`config.mk`:
```
export PLATFORM = sky130hd
export DESIGN_NAME = sclk_hold_ctrl
export DESIGN_NICKNAME = d
export VERILOG_FILES = /design/src/rtl/sph_pkg.sv /design/src/rtl/sph_sclk_sync.sv /design/src/rtl/sph_period_timer.sv /design/src/rtl/sph_hold_fsm.sv /design/src/rtl/sclk_hold_ctrl.sv
export SDC_FILE = /design/constraint.sdc
export NUM_CORES = 1
export LEC_CHECK = 0
export CORE_AREA = 2 2 42 52
export CTS_CLUSTER_SIZE = 25
export DETAILED_ROUTE_END_ITERATION = 10
export DIE_AREA = 0 0 44 54
export DONT_BUFFER_PORTS = 1
export GPL_TIMING_DRIVEN = 0
export HOLD_SLACK_MARGIN = 0.08
export PLACE_DENSITY = 0.67
export SYNTH_ARGS = -nofsm -noshare
export SYNTH_HDL_FRONTEND = slang
export SYNTH_HIERARCHICAL = 1
export SYNTH_SLANG_ARGS = --single-unit
```
`constraint.sdc`:
```
create_clock -name clk -period 2.2 [get_ports clk]
set_input_delay 0.55 -clock clk [delete_from_list [all_inputs] [get_ports clk]]
set_output_delay 0.55 -clock clk [all_outputs]
set_load 0.02 [all_outputs]
```
`src/rtl/sph_pkg.sv`:
```
package sph_pkg;
  typedef enum logic [1:0] {
    ST_RUN   = 2'd0,
    ST_HOLD  = 2'd1,
    ST_SLEEP = 2'd2
  } sph_state_e;
endpackage

```
`src/rtl/sph_sclk_sync.sv`:
```
module sph_sclk_sync #(
  parameter int STAGES = 2
) (
  input  logic clk,
  input  logic rst_n,
  input  logic pin_i,
  output logic level_o,
  output logic fall_o
);
  logic [STAGES-1:0] chain_q;
  logic              last_q;

  always_ff @(posedge clk or negedge rst_n) begin
    if (!rst_n) begin
      chain_q <= '0;
      last_q  <= 1'b0;
    end else begin
      chain_q <= {chain_q[STAGES-2:0], pin_i};
      last_q  <= chain_q[STAGES-1];
    end
  end

  assign level_o = chain_q[STAGES-1];
  assign fall_o  = last_q & ~chain_q[STAGES-1];
endmodule

```
`src/rtl/sph_period_timer.sv`:
```
module sph_period_timer #(
  parameter int PERIOD_CLKS = 384
) (
  input  logic clk,
  input  logic rst_n,
  input  logic held_i,
  input  logic ext_tick_i,
  output logic tick_o
);
  localparam int CW = (PERIOD_CLKS > 1) ? $clog2(PERIOD_CLKS) : 1;
  localparam logic [CW-1:0] LAST = CW'(PERIOD_CLKS - 1);

  logic [CW-1:0] cnt_q;
  logic          int_tick;

  always_ff @(posedge clk or negedge rst_n) begin
    if (!rst_n)             cnt_q <= '0;
    else if (cnt_q == LAST) cnt_q <= '0;
    else                    cnt_q <= cnt_q + 1'b1;
  end

  assign int_tick = (cnt_q == LAST);
  assign tick_o   = held_i ? int_tick : ext_tick_i;

  AST_HELD_IGNORES_EXT: assert property (@(posedge clk) disable iff (!rst_n)
    (held_i && !int_tick) |-> !tick_o);
endmodule

```
`src/rtl/sph_hold_fsm.sv`:
```
module sph_hold_fsm
  import sph_pkg::*;
#(
  parameter int SYNC_HOLD  = 4,
  parameter int PDOWN_HOLD = 20
) (
  input  logic clk,
  input  logic rst_n,
  input  logic level_i,
  input  logic fall_i,
  input  logic tick_i,
  output logic held_o,
  output logic sleep_o,
  output logic low_pulse_o,
  output logic settle_o
);
  localparam int HW = $clog2(PDOWN_HOLD + 1);
  localparam logic [HW-1:0] SYNC_M1 = HW'(SYNC_HOLD - 1);
  localparam logic [HW-1:0] PD_M1   = HW'(PDOWN_HOLD - 1);
  localparam logic [HW-1:0] PD_MAX  = HW'(PDOWN_HOLD);

  sph_state_e    state_q;
  logic [HW-1:0] hold_q;
  logic          low_q, settle_q;

  always_ff @(posedge clk or negedge rst_n) begin
    if (!rst_n) begin
      state_q  <= ST_RUN;
      hold_q   <= '0;
      low_q    <= 1'b0;
      settle_q <= 1'b0;
    end else begin
      low_q    <= 1'b0;
      settle_q <= 1'b0;
      if (fall_i) begin
        hold_q <= '0;
        if (state_q != ST_RUN) begin
          state_q  <= ST_RUN;
          settle_q <= 1'b1;
        end
      end else if (tick_i) begin
        if (!level_i)             hold_q <= '0;
        else if (hold_q < PD_MAX) hold_q <= hold_q + 1'b1;
        if (level_i && state_q == ST_RUN && hold_q == SYNC_M1) begin
          state_q <= ST_HOLD;
          low_q   <= 1'b1;
        end
        if (level_i && state_q == ST_HOLD && hold_q == PD_M1)
          state_q <= ST_SLEEP;
      end
    end
  end

  assign held_o      = (state_q != ST_RUN);
  assign sleep_o     = (state_q == ST_SLEEP);
  assign low_pulse_o = low_q;
  assign settle_o    = settle_q;

  AST_HOLD_SATURATES: assert property (@(posedge clk) disable iff (!rst_n)
    hold_q <= PD_MAX);
  AST_SLEEP_NEEDS_RESET: assert property (@(posedge clk) disable iff (!rst_n)
    sleep_o |-> held_o);
  AST_PULSE_SINGLE: assert property (@(posedge clk) disable iff (!rst_n)
    low_pulse_o |=> !low_pulse_o);
  AST_PULSE_AT_ENTRY: assert property (@(posedge clk) disable iff (!rst_n)
    $rose(held_o) |-> low_pulse_o);
  AST_RELEASE_SETTLES: assert property (@(posedge clk) disable iff (!rst_n)
    $fell(held_o) |-> settle_o);
  AST_SLEEP_VIA_HOLD: assert property (@(posedge clk) disable iff (!rst_n)
    $rose(sleep_o) |-> $past(held_o));
endmodule

```
`src/rtl/sclk_hold_ctrl.sv`:
```
module sclk_hold_ctrl #(
  parameter int SYNC_HOLD   = 4,
  parameter int PDOWN_HOLD  = 20,
  parameter int PERIOD_CLKS = 384,
  parameter int SYNC_STAGES = 2
) (
  input  logic clk,
  input  logic rst_n,
  input  logic sclk_i,
  input  logic conv_tick_i,
  output logic mod_reset_o,
  output logic power_down_o,
  output logic pin_low_pulse_o,
  output logic settle_restart_o
);
  logic level, fall, tick, held;

  sph_sclk_sync #(.STAGES(SYNC_STAGES)) u_sync (
    .clk(clk), .rst_n(rst_n), .pin_i(sclk_i),
    .level_o(level), .fall_o(fall)
  );

  sph_period_timer #(.PERIOD_CLKS(PERIOD_CLKS)) u_timer (
    .clk(clk), .rst_n(rst_n), .held_i(held),
    .ext_tick_i(conv_tick_i), .tick_o(tick)
  );

  sph_hold_fsm #(.SYNC_HOLD(SYNC_HOLD), .PDOWN_HOLD(PDOWN_HOLD)) u_fsm (
    .clk(clk), .rst_n(rst_n), .level_i(level), .fall_i(fall), .tick_i(tick),
    .held_o(held), .sleep_o(power_down_o),
    .low_pulse_o(pin_low_pulse_o), .settle_o(settle_restart_o)
  );

  assign mod_reset_o = held;
endmodule

```
==> results.tsv <==
stage	metric	value	unit
pwr	power	613	µW
synth	synth_simple_gate_area_share	0.234	
grt	grt_pass1_wl	2.57	mm
placement	dp.cells	107	
placement	routabilityCongestion	0.763	
sta	slew_headroom	0.392	
drt	ant_nets	0	
synth	yosysWarnings	6	
floorplan	core-area	1940	µm²
floorplan	start_util	0.508	
floorplan	row_count	18	
critical_path	critPathMaxFanout	6	
synth	synth_compound_area_frac	0.121	
sta	clock.fmax	501	MHz
floorplan	ioPinCount	8	
sta	min_period	2000	ps
cells_and_area	final_cells	112	
critical_path	worst-setup-path-type	reg -> reg	
critical_path	cp.required	2390	ps
critical_path	endpoint_kind	register	
outcome	outcome	finished, final reports clean	
synth	ys.flop_type	dfrtp_1	
sta	setup_tns	0	ps
placement	dp_hpwl	1.08	mm
synth	syn-cell-area	985	µm²
sta	skew	2.68	ps
cts	root_buffer	clkbuf_4	
cts	htreeDepth	1	
drt	dr.pass1.iters	4	
placement	dpl-instance-area	1010	µm²
cts	clkTransAtPathRegs	110	ps
grt	grtUsageTotal	0.153	
cts	clock_path_buffers	2	
synth	ys_ff_latch	21	
sta	period_share	0.908	
synth	synth-adder-area-share	0.0254	
cells_and_area	final_core_util	0.540	
synth	synth.area.mux_share	0.0229	
drt	drtIter0Drc	12	
sta	hold_viol_final	0	
sta	rsz0062_at_grt	no	
grt	antenna_found_initial	0	
sta	drv_slew	0	
drt	met1Wirelength	740	µm
drt	drt_wl_total	1.54	mm
cells_and_area	final_nets	99	
critical_path	cp.arrival	2190	ps
cells_and_area	stdcell_area	1050	µm²
cts	cts-buffers-inserted	3	
min_path	hold_class	in -> reg	
pwr	irDropWorstVdd	390	µV
synth	synth-edff-count	0	
synth	async_flop_share	1.00	
critical_path	regToRegStartpoint	u_timer/cnt_q[0]	
drt	vias_per_cell	5.85	
cells_and_area	drive_gt1_frac	0.120	
placement	pre_cts_slack	216	ps
sta	setup_slack	202	ps
cts	ctsResizeCount	0	
grt	grt_max_degree	22	
synth	synth.avg_cell_area	11.3	µm²
placement	portBuffers	0	
cts	cts_sinks	21	
drt	drc_errors	0	
cells_and_area	mostFrequentLayoutCell	dfrtp_1	
synth	synthCells	87	
floorplan	fp.dieH	54	µm
min_path	min_from	sclk_i	
critical_path	r2r_slack	200	ps
cells_and_area	layout_common_cells	dfrtp_1, nand2_1, inv_1, nor2_1, o21ai_0	
grt	grt_pass1_vias	604	
min_path	whs_endpoint	u_sync/chain_q[0]	
cts	cts_tree	yes	
drt	met2_length	728	µm
drt	drt-wirelength-per-cell	13.7	µm
synth	synth_top_family_by_area	simple AND/OR/NAND/NOR gates	
synth	synth_seq_area_share	0.534	
floorplan	die_area	2380	µm²
job	maxCapViolations	0	
synth	synth_nets	93	
critical_path	r2r-end	u_fsm/state_q[0]	
pwr	power_density	586	nW/µm²
synth	synth-xor-area-share	0.0356	
sta	hold-worst-slack	270	ps
floorplan	die_width	44	µm
grt	grt-ovfl-total	0	
pwr	p_leak	0.487	nW
critical_path	startpoint	u_timer/cnt_q[0]	
critical_path	rr_worst_depth	7	
drt	via_count	655	
sta	tightest_slew	909	ps
cts	worstSkewPairLatency	290	ps
cells_and_area	syn_to_final_growth	6.23	%
critical_path	crit_path_start_kind	register	
cells_and_area	num_antenna_cells	0	
drt	wl_met3	34	µm
drt	top_layer	met4	
synth	ys_types	37	
min_path	holdPathStages	0	
sta	finalSetupViolCount	0	
[Yosys cell counts (2+ instances only)]
| cell | n | area, µm² |
|---|---|---|
| a21oi_1 | 4 | 20.0 |
| nand4b_1 | 2 | 17.5 |
| a31oi_1 | 2 | 12.5 |
| xor2_1 | 3 | 26.3 |
| o21ai_0 | 5 | 25.0 |
| inv_1 | 5 | 18.8 |
| dfrtp_1 | 21 | 526 |
| nor2_1 | 5 | 18.8 |
| nand3b_1 | 2 | 15.0 |
| nand3_2 | 2 | 20.0 |
| nand4_1 | 2 | 12.5 |
| nand2_1 | 7 | 26.3 |
| ha_1 | 2 | 25.0 |
| nor3_1 | 2 | 10.0 |
[sequential cells by signal, summed over array words and instances, names as in the netlist]
signal and flops:
u_sync/chain_q 2, u_fsm/settle_o 1, u_fsm/low_pulse_o 1, u_fsm/hold_q 5
u_timer/cnt_q 9, u_sync/last_q 1, u_fsm/state_q 2
[critical path, cell delays in order, from the launching register on]
cell and delay [ps]:
dfrtp_1 410, ha_1 210, nand3_2 160, nor4_4 270
mux2_2 290, and4bb_4 270, a31oi_1 90, o21ba_1 190
[area by class of cell]
class / instances / area [µm²]
Sequential cell: 21 / 526
Buffer: 2 / 8.76
Multi-Input combinational cell: 59 / 432
Tap cell: 20 / 25.0
Timing Repair Buffer: 1 / 10.0
Fill cell: 175 / 891
Clock buffer: 4 / 26.3
Inverter: 5 / 18.8
[logic make-up after synthesis]
group | Yosys count
buf+inv | 7
fa+ha+maj | 2
simple gates | 33
flops | 21
xor+xnor | 4
compound gates | 18
mux | 2
[routing by layer]
layer	track usage	vias up
met1	0.190	318
li1	-	324
met4	0.126	0
met3	0.0302	4
met2	0.228	9
met5	0	-
[power by group]
group,switching [mW],internal (mW)
Combinational,0.0229,0.0127
Clock,0.108,0.0705
Sequential,0.00650,0.393
[worst max path at each step]
| stage | endpoint | depth (start not counted) | slack [ps] |
|---|---|---|---|
| after floorplan | u_fsm/state_q[0] | 7 | 420 |
| after global placement | u_fsm/state_q[0] | 7 | 230 |
| after detailed placement | u_fsm/state_q[0] | 7 | 220 |
| after CTS | u_fsm/state_q[0] | 7 | 200 |
| after global routing | u_fsm/state_q[0] | 7 | 7 |
| final | u_fsm/state_q[0] | 7 | 200 |
[timing repair]
action / 4_1_cts / 5_1_grt
hold buffers: 1 / 0
buffers inserted: 0 / 0
endpoints found under the hold margin: 21 / 0
No activity file was read; power rests on OpenSTA's default activity.
